--- src/rtl/sema_pkg.sv ---
package sema_pkg;
  localparam int CODE_W = 8;
  typedef logic [CODE_W-1:0] owner_code_t;

  function automatic owner_code_t proc_to_code(input int unsigned idx);
    return owner_code_t'(idx + 1);
  endfunction
endpackage

--- src/rtl/sema_req_decode.sv ---
module sema_req_decode #(
  parameter int NUM_GATES = 16,
  parameter int IDX_W     = 8
) (
  input  logic                 req_valid,
  input  logic                 req_write,
  input  logic [IDX_W-1:0]     req_gate,
  output logic                 in_range,
  output logic [NUM_GATES-1:0] wr_sel
);
  assign in_range = (req_gate < IDX_W'(NUM_GATES));

  for (genvar g = 0; g < NUM_GATES; g++) begin : g_sel
    assign wr_sel[g] = req_valid && req_write && in_range && (req_gate == IDX_W'(g));
  end
endmodule

--- src/rtl/sema_gate_cell.sv ---
module sema_gate_cell
  import sema_pkg::*;
(
  input  logic        clk,
  input  logic        rst_n,
  input  logic        sel,
  input  owner_code_t wdata,
  input  owner_code_t writer_code,
  output owner_code_t value,
  output logic        owned
);
  owner_code_t cur_q;

  always_ff @(posedge clk or negedge rst_n) begin
    if (!rst_n) begin
      cur_q <= '0;
    end else if (sel) begin
      if (wdata == writer_code && cur_q == '0) begin
        cur_q <= writer_code;
      end else if (wdata == '0 && cur_q == writer_code) begin
        cur_q <= '0;
      end
    end
  end

  assign value = cur_q;
  assign owned = (cur_q != '0);
endmodule

--- src/rtl/sema_rsp_reg.sv ---
module sema_rsp_reg
  import sema_pkg::*;
#(
  parameter int NUM_GATES = 16,
  parameter int IDX_W     = 8
) (
  input  logic        clk,
  input  logic        rst_n,
  input  logic        rd_fire,
  input  logic        in_range,
  input  logic [IDX_W-1:0] req_gate,
  input  owner_code_t gate_val [NUM_GATES],
  output logic        rsp_valid,
  output owner_code_t rsp_rdata
);
  localparam int GATE_AW = (NUM_GATES > 1) ? $clog2(NUM_GATES) : 1;

  owner_code_t sel_val;

  always_comb begin
    sel_val = '0;
    if (in_range) sel_val = gate_val[req_gate[GATE_AW-1:0]];
  end

  always_ff @(posedge clk or negedge rst_n) begin
    if (!rst_n) begin
      rsp_valid <= 1'b0;
      rsp_rdata <= '0;
    end else begin
      rsp_valid <= rd_fire;
      rsp_rdata <= rd_fire ? sel_val : '0;
    end
  end
endmodule

--- src/rtl/sema_gate_bank.sv ---
module sema_gate_bank
  import sema_pkg::*;
#(
  parameter int NUM_GATES = 16,
  parameter int NUM_PROCS = 4,
  parameter int IDX_W     = 8,
  localparam int PROC_W   = (NUM_PROCS > 1) ? $clog2(NUM_PROCS) : 1
) (
  input  logic                 clk,
  input  logic                 rst_n,
  input  logic                 req_valid,
  output logic                 req_ready,
  input  logic                 req_write,
  input  logic [PROC_W-1:0]    req_proc,
  input  logic [IDX_W-1:0]     req_gate,
  input  logic [7:0]           req_wdata,
  output logic                 rsp_valid,
  output logic [7:0]           rsp_rdata,
  output logic [NUM_GATES-1:0] gate_owned
);
  logic                 in_range;
  logic [NUM_GATES-1:0] wr_sel;
  owner_code_t          writer_code;
  owner_code_t          gate_val [NUM_GATES];

  assign req_ready   = 1'b1;
  assign writer_code = proc_to_code(int'(req_proc));

  sema_req_decode #(.NUM_GATES(NUM_GATES), .IDX_W(IDX_W)) u_dec (
    .req_valid (req_valid),
    .req_write (req_write),
    .req_gate  (req_gate),
    .in_range  (in_range),
    .wr_sel    (wr_sel)
  );

  for (genvar g = 0; g < NUM_GATES; g++) begin : g_gate
    sema_gate_cell u_cell (
      .clk         (clk),
      .rst_n       (rst_n),
      .sel         (wr_sel[g]),
      .wdata       (req_wdata),
      .writer_code (writer_code),
      .value       (gate_val[g]),
      .owned       (gate_owned[g])
    );
  end

  sema_rsp_reg #(.NUM_GATES(NUM_GATES), .IDX_W(IDX_W)) u_rsp (
    .clk       (clk),
    .rst_n     (rst_n),
    .rd_fire   (req_valid && !req_write),
    .in_range  (in_range),
    .req_gate  (req_gate),
    .gate_val  (gate_val),
    .rsp_valid (rsp_valid),
    .rsp_rdata (rsp_rdata)
  );
endmodule

--- config.mk ---
export PLATFORM = sky130hd
export DESIGN_NAME = sema_gate_bank
export DESIGN_NICKNAME = d
export VERILOG_FILES = /design/src/rtl/sema_pkg.sv /design/src/rtl/sema_req_decode.sv /design/src/rtl/sema_gate_cell.sv /design/src/rtl/sema_rsp_reg.sv /design/src/rtl/sema_gate_bank.sv
export SDC_FILE = /design/constraint.sdc
export NUM_CORES = 1
export LEC_CHECK = 0
export BUFFER_PORTS_ARGS = -buffer_cell sky130_fd_sc_hd__buf_2
export CORE_ASPECT_RATIO = 0.75
export CORE_MARGIN = 1.5
export CORE_UTILIZATION = 45
export DETAILED_ROUTE_END_ITERATION = 8
export PLACE_DENSITY = 0.67
export SLEW_MARGIN = 20
export SYNTH_ARGS = -nofsm -noshare
export SYNTH_HDL_FRONTEND = slang
export SYNTH_SLANG_ARGS = --single-unit
--- constraint.sdc ---
create_clock -name clk -period 3.89 [get_ports clk]
set_input_delay 0.389 -clock clk [delete_from_list [all_inputs] [get_ports clk]]
set_output_delay 0.389 -clock clk [all_outputs]
set_load 0.005 [all_outputs]
==> results of run 1 <==
-- cell usage in the layout (no fill, tap or decap), types with 2 or more instances in the layout --
cell                        count
sky130_fd_sc_hd__dfrtp_1       52
sky130_fd_sc_hd__or2_2          2
sky130_fd_sc_hd__o22ai_1        3
sky130_fd_sc_hd__inv_1          5
sky130_fd_sc_hd__bufinv_16      2
sky130_fd_sc_hd__nor4_1        45
sky130_fd_sc_hd__a211oi_1       6
sky130_fd_sc_hd__xor2_1        17
sky130_fd_sc_hd__conb_1         6
sky130_fd_sc_hd__nand4b_1      16
sky130_fd_sc_hd__xnor2_1       34
sky130_fd_sc_hd__a2111oi_4      9
sky130_fd_sc_hd__or3_1         16
sky130_fd_sc_hd__nor2b_1        4
sky130_fd_sc_hd__mux2_1         4
sky130_fd_sc_hd__mux2_2        41
sky130_fd_sc_hd__mux4_2        12
sky130_fd_sc_hd__mux2i_1        3
sky130_fd_sc_hd__nand4_1       17
sky130_fd_sc_hd__nand2b_1       4
sky130_fd_sc_hd__buf_2         41
sky130_fd_sc_hd__clkbuf_16      5
sky130_fd_sc_hd__or4_1          2
sky130_fd_sc_hd__nand2_1        3
sky130_fd_sc_hd__a2111oi_2      7
sky130_fd_sc_hd__buf_4         11
-- cell families (layout without fill, tap and decap cells) --
kind of cell | count (synthesis) | after routing | share of synthesized area, %
AOI/OAI and AO/OA | 25 | 25 | 10.1
buffers and inverters | 72 | 64 | 8.94
xor gates and xnor gates | 51 | 51 | 10.8
and+or+nand+nor | 115 | 115 | 18.8
muxes | 60 | 60 | 19.5
DFF | 52 | 52 | 31.4
adders and majority gates | 1 | 1 | 0.302
other | 2 | 6 | 0.181
-- routing by layer --
layer	part of all wire [%]	vias up
met5	0	-
met2	43	155
met3	8.5	20
li1	-	1397
met4	1.5	0
met1	46	1646
-- cell type report --
type / count / area share, %
multi-input combinational: 258 / 56.3
clock buffer: 5 / 2.83
tap: 112 / 3.17
clock inverter: 2 / 1.36
sequential: 52 / 29.4
inverter: 5 / 0.424
timing repair buffer: 52 / 6.51
-- worst paths after layout --
kind | startpoint | slack, ns | end
min | rst_n | 0.22 | g_gate[12].u_cell.value[2]
max reg2reg | g_gate[9].u_cell.value[0] | 1.72 | g_gate[9].u_cell.value[1]
min reg2reg | g_gate[13].u_cell.value[2] | 0.58 | g_gate[13].u_cell.value[2]
max | req_wdata[5] | 1.27 | g_gate[9].u_cell.value[1]
min in group clk | req_write | 0.26 | u_rsp.rsp_valid
max in group asynchronous | rst_n | 3.19 | g_gate[13].u_cell.value[2]
-- sequential cells by signal, summed over array words and instances (netlist names) --
signal               flops
g_gate.u_cell.value     48
u_rsp.rsp_rdata          3
u_rsp.rsp_valid          1
-- power breakdown --
part           internal [uW]  switching (uW)  leakage [uW]
Clock                    365             202     0.0000899
Combinational           61.7             148      0.000982
Sequential               541           0.138      0.000710
-- per-stage QoR --
step / area [sq um] / setup slack, ns / util (%) / instances
5_1_grt: 4420 / 1.23 / 49.1 / 486
3_5_place_dp: 4240 / 1.02 / 47.0 / 479
3_3_place_gp: 4240 / 1.12 / 47.0 / 479
6_report: 4420 / 1.27 / 49.1 / 486
2_1_floorplan: 4160 / 1.38 / - / 382
4_1_cts: 4420 / 1.31 / 49.1 / 486
-- critical path, delay by kind of cell --
kind	cells	cell delay [ns]
and+or+nand+nor	2	1.18
AOI/OAI and AO/OA	1	0.71
muxes	1	0.42
buffers and inverters	1	0.09
==> metrics.yaml, run 1 <==
synthesis:
  synth_top_flop_cell: "sky130_fd_sc_hd__dfrtp_1"
  synth.most_common_cell: "sky130_fd_sc_hd__dfrtp_1"
  async_flop_share_pct: 100
  synthesis.area_per_instance_sq_um: 11.0
  fraction_of_the_yosys_area_taken_by_sequential_cells_pct: 31.4
  synthCells: 378
  synth_edf_count: 0
  netlist-cell-type-count: 33
  synth_area_leader_cell: "sky130_fd_sc_hd__dfrtp_1"
  synthTopCellsByArea: "sky130_fd_sc_hd__dfrtp_1 31%, sky130_fd_sc_hd__mux2_2 11%, sky130_fd_sc_hd__xnor2_1 7.2%, sky130_fd_sc_hd__nor4_1 6.8%, sky130_fd_sc_hd__mux4_2 6.5%"
  synth.cell_area_sq_um: 4140
  count_of_synthesis_stage_warnings_from_yosys: 0
  synth_top_area_share_pct: 31.4
  flops_latches_synth: 52
  synth_top_cells_by_count: "52 x sky130_fd_sc_hd__dfrtp_1, 45 x sky130_fd_sc_hd__nor4_1, 41 x sky130_fd_sc_hd__mux2_2"
placed_design:
  hpwl_after_detailed_placement_mm: 7.18
  number_of_port_buffers: 41
  place_congestion: 0.806
timing:
  slew_hr_pct: 52.3
  max_freq_mhz: 382
  hold_viol_final: 0
  rsz_0062_raised_after_global_routing: "no"
  timing_worst_slew_pin_value_ns: 0.715
  post-route-min-period_ns: 2.62
  hold_slack_ns: 0.218
  min_period_over_period_pct: 67.4
  setup-violations-final: 0
  timing.final.max_slew_violations: 0
  clock-skew-final_ns: 0.00718
  setup_tns_ns: 0
global_routing:
  first_global_vias: 3252
  globalRoute.busiestLayer: "met1"
  grt_max_degree: 53
  grt_antenna_before_repair: 0
  grt_remaining_overflow: 0
  track_usage_pct: 23.7
  grt_first_pass_wirelength_mm: 17.9
  globalRouteMet2Util_pct: 34.4
  globalRouteMet3Util_pct: 6.29
  met1_usage_pct: 34.5
critical_path:
  setup.worst_path.class: "in2reg"
  critPathRequiredTime_ns: 4.07
  setup.worst_path.start_class: "input port"
  worst_ep_arrival_time_ns: 2.80
  end_kind: "flip-flop"
  cp_slowest_cell: "sky130_fd_sc_hd__a2111oi_2"
  critical_path.cell_chain: "buf_2 > or4_1 > nand4bb_4 > a2111oi_2 > mux2_2"
  crit_path_max_fanout: 16
  reg2regPathDepth: 4
  cpPeakStageDelay_ns: 0.71
clock_network:
  cts.sinks: 52
  clkLatencyLatePin_ns: 0.29
  clk_pin_slew_ns: 0.07
  clockBufferDepth: 2
  hold_buffers: 0
  cts-buffers-inserted: 5
  cts_resized: 0
  cts.htree.levels: 2
  tritoncts: "done"
  clock-root-buffer: "sky130_fd_sc_hd__clkbuf_16"
  cts_setup_buffers: 0
die:
  floorplan.io_pins: 48
  die_h_um: 86.1
  num_rows: 30
  start_util_pct: 46.0
  floorplan.die_area_sq_um: 9790
  die_x_um: 114
  core_region_area_sq_um: 9010
routing:
  drtPass1Iterations: 7
  number_of_vias_after_detailed_routing: 3218
  drt.antenna.violating_nets: 0
  totalWireLength_mm: 11.1
  average_vias_per_placed_instance: 6.62
  remaining_drc_errors: 0
  wl_per_cell_um: 22.9
  drt_first_iter_violations: 307
final_layout:
  filler_instances: 816
  layout.nets: 397
  final-seq-area_sq_um: 1300
  multi_input_area_sq_um: 2490
  post_route_cells_drive_above_1_share_pct: 35.6
  antenna_cells: 0
  syn_to_final_growth_pct: 6.80
run:
  maxCapViolCount: 0
pwr:
  p_leak_uw: 0.00178
  power_density_nw_per_um2: 298
  peakVddDrop_uv: 223
  post-layout-total-power_uw: 1320
min_path:
  holdCritPathClass: "in2async"
status:
  outcome: "finished, final reports clean"
No activity file was read; power rests on OpenSTA's default activity.
==> inputs of run 2 (changes only) <==
clock period = 2.7 ns   (was 3.89 ns; I/O delays follow)
==> metrics.yaml, run 2 (synthesis gave the netlist of run 1 again) <==
timing:
  timing.final.max_slew_violations: 0
  setup_tns_ns: 0
  timing_worst_slew_pin_value_ns: 0.734
  hold_viol_final: 0
  max_freq_mhz: 459
  setup-violations-final: 0
  slew_hr_pct: 51.0
  clock-skew-final_ns: 0.00562
  min_period_over_period_pct: 80.6
  hold_slack_ns: 0.148
  rsz_0062_raised_after_global_routing: "no"
  post-route-min-period_ns: 2.18
die:
  start_util_pct: 46.0
  floorplan.io_pins: 48
  floorplan.die_area_sq_um: 9790
  die_x_um: 114
  core_region_area_sq_um: 9010
  die_h_um: 86.1
  num_rows: 30
critical_path:
  crit_path_max_fanout: 5
  critPathRequiredTime_ns: 2.89
  setup.worst_path.start_class: "flip-flop"
  setup.worst_path.class: "reg2reg"
  critical_path.startpoint: "g_gate[10].u_cell.value[1]"
  worst_ep_arrival_time_ns: 2.36
  end_kind: "flip-flop"
  crit-reg2reg-launch: "g_gate[10].u_cell.value[1]"
routing:
  remaining_drc_errors: 0
  average_vias_per_placed_instance: 6.36
  totalWireLength_mm: 10.9
  number_of_vias_after_detailed_routing: 3116
  drt_first_iter_violations: 255
  drt.antenna.violating_nets: 0
  drtPass1Iterations: 4
  wl_per_cell_um: 22.3
final_layout:
  post_route_cells_drive_above_1_share_pct: 35.7
  fin_cells: 490
  multi_input_area_sq_um: 2490
  most-common-layout-cells: "52 x sky130_fd_sc_hd__dfrtp_1, 45 x sky130_fd_sc_hd__nor4_1, 41 x sky130_fd_sc_hd__mux2_2, 41 x sky130_fd_sc_hd__buf_2, 34 x sky130_fd_sc_hd__xnor2_1"
  final-seq-area_sq_um: 1300
  antenna_cells: 0
  largest_register_ffs: 48
  filler_instances: 795
  layout_commonest_cell: "sky130_fd_sc_hd__dfrtp_1"
  syn_to_final_growth_pct: 6.86
  layout.nets: 400
  final_util_pct: 49.1
global_routing:
  grt_antenna_before_repair: 0
  track_usage_pct: 23.8
  grt_remaining_overflow: 0
  grt_first_pass_wirelength_mm: 17.6
  grt_max_degree: 46
  first_global_vias: 2990
pwr:
  p_leak_uw: 0.00178
  power_density_nw_per_um2: 395
  peakVddDrop_uv: 205
  post-layout-total-power_uw: 1750
status:
  outcome: "finished, final reports clean"
run:
  maxCapViolCount: 0
placed_design:
  place_inst: 481
  hpwl_after_detailed_placement_mm: 7.40
  place_congestion: 0.881
  number_of_port_buffers: 41
clock_network:
  clkLatencyLatePin_ns: 0.30
  cts-buffers-inserted: 5
  clock-root-buffer: "sky130_fd_sc_hd__clkbuf_16"
  tritoncts: "done"
  cts.htree.levels: 2
  clk_pin_slew_ns: 0.07
  cts.sinks: 52
  cts_resized: 0
  clockBufferDepth: 2
min_path:
  holdCritPathClass: "in2reg"
  min-delay-start: "req_write"
-- run 2: cell type report --
type	count	share of cell area (%)
clock buffers	7	3.22
clock inverters	1	0.170
inverters	5	0.424
multi-input cells	258	56.3
flip-flops and latches	52	29.4
well taps	112	3.17
repair buffers	55	7.35
-- run 2: power breakdown --
part | total (uW) | leakage (uW) | internal, uW | switching [uW]
Combinational | 302 | 0.00100 | 95.4 | 207
Clock | 665 | 0.0000701 | 370 | 295
Sequential | 780 | 0.000710 | 779 | 0.165
-- run 2: per-layer routing --
| metal | routed length, um | vias to the layer above | track usage, % |
|---|---|---|---|
| met1 | 5340 | 1545 | 36.9 |
| li1 | - | 1415 | - |
| met2 | 4470 | 149 | 32.0 |
| met4 | 97 | 0 | 7.16 |
| met3 | 995 | 7 | 5.94 |
| met5 | 0 | - | 0 |
-- run 2: path summary, 6_finish.rpt --
kind / depth (start not counted) / end / slack [ns]
setup / recovery: 4 / g_gate[10].u_cell.value[1] / 0.52
hold / removal: 2 / u_rsp.rsp_valid / 0.15
setup reg to reg: 4 / g_gate[10].u_cell.value[1] / 0.52
hold reg to reg: 1 / g_gate[13].u_cell.value[1] / 0.56
max in group asynchronous: 3 / g_gate[12].u_cell.value[0] / 1.39
min in group asynchronous: 2 / u_rsp.rsp_rdata[0] / 0.49
-- run 2: what timing repair did --
action,CTS,global route
hold endpoints to repair,20,0
buffers inserted,0,0
hold buffers,1,0
-- run 2: stage by stage --
step	setup WS [ns]	instance area (sq um)
final	0.523	4430
after global routing	0.416	4430
after CTS	0.538	4430
after detailed placement	0.312	4270
after global placement	0.338	4270
after floorplan	0.310	4160
-- run 2: critical path, cell delays in order (launching register included) --
cell	delay (ns)
sky130_fd_sc_hd__dfrtp_1	0.45
sky130_fd_sc_hd__or3_1	0.52
sky130_fd_sc_hd__nand4b_1	0.27
sky130_fd_sc_hd__a2111oi_4	0.44
sky130_fd_sc_hd__mux2_2	0.39
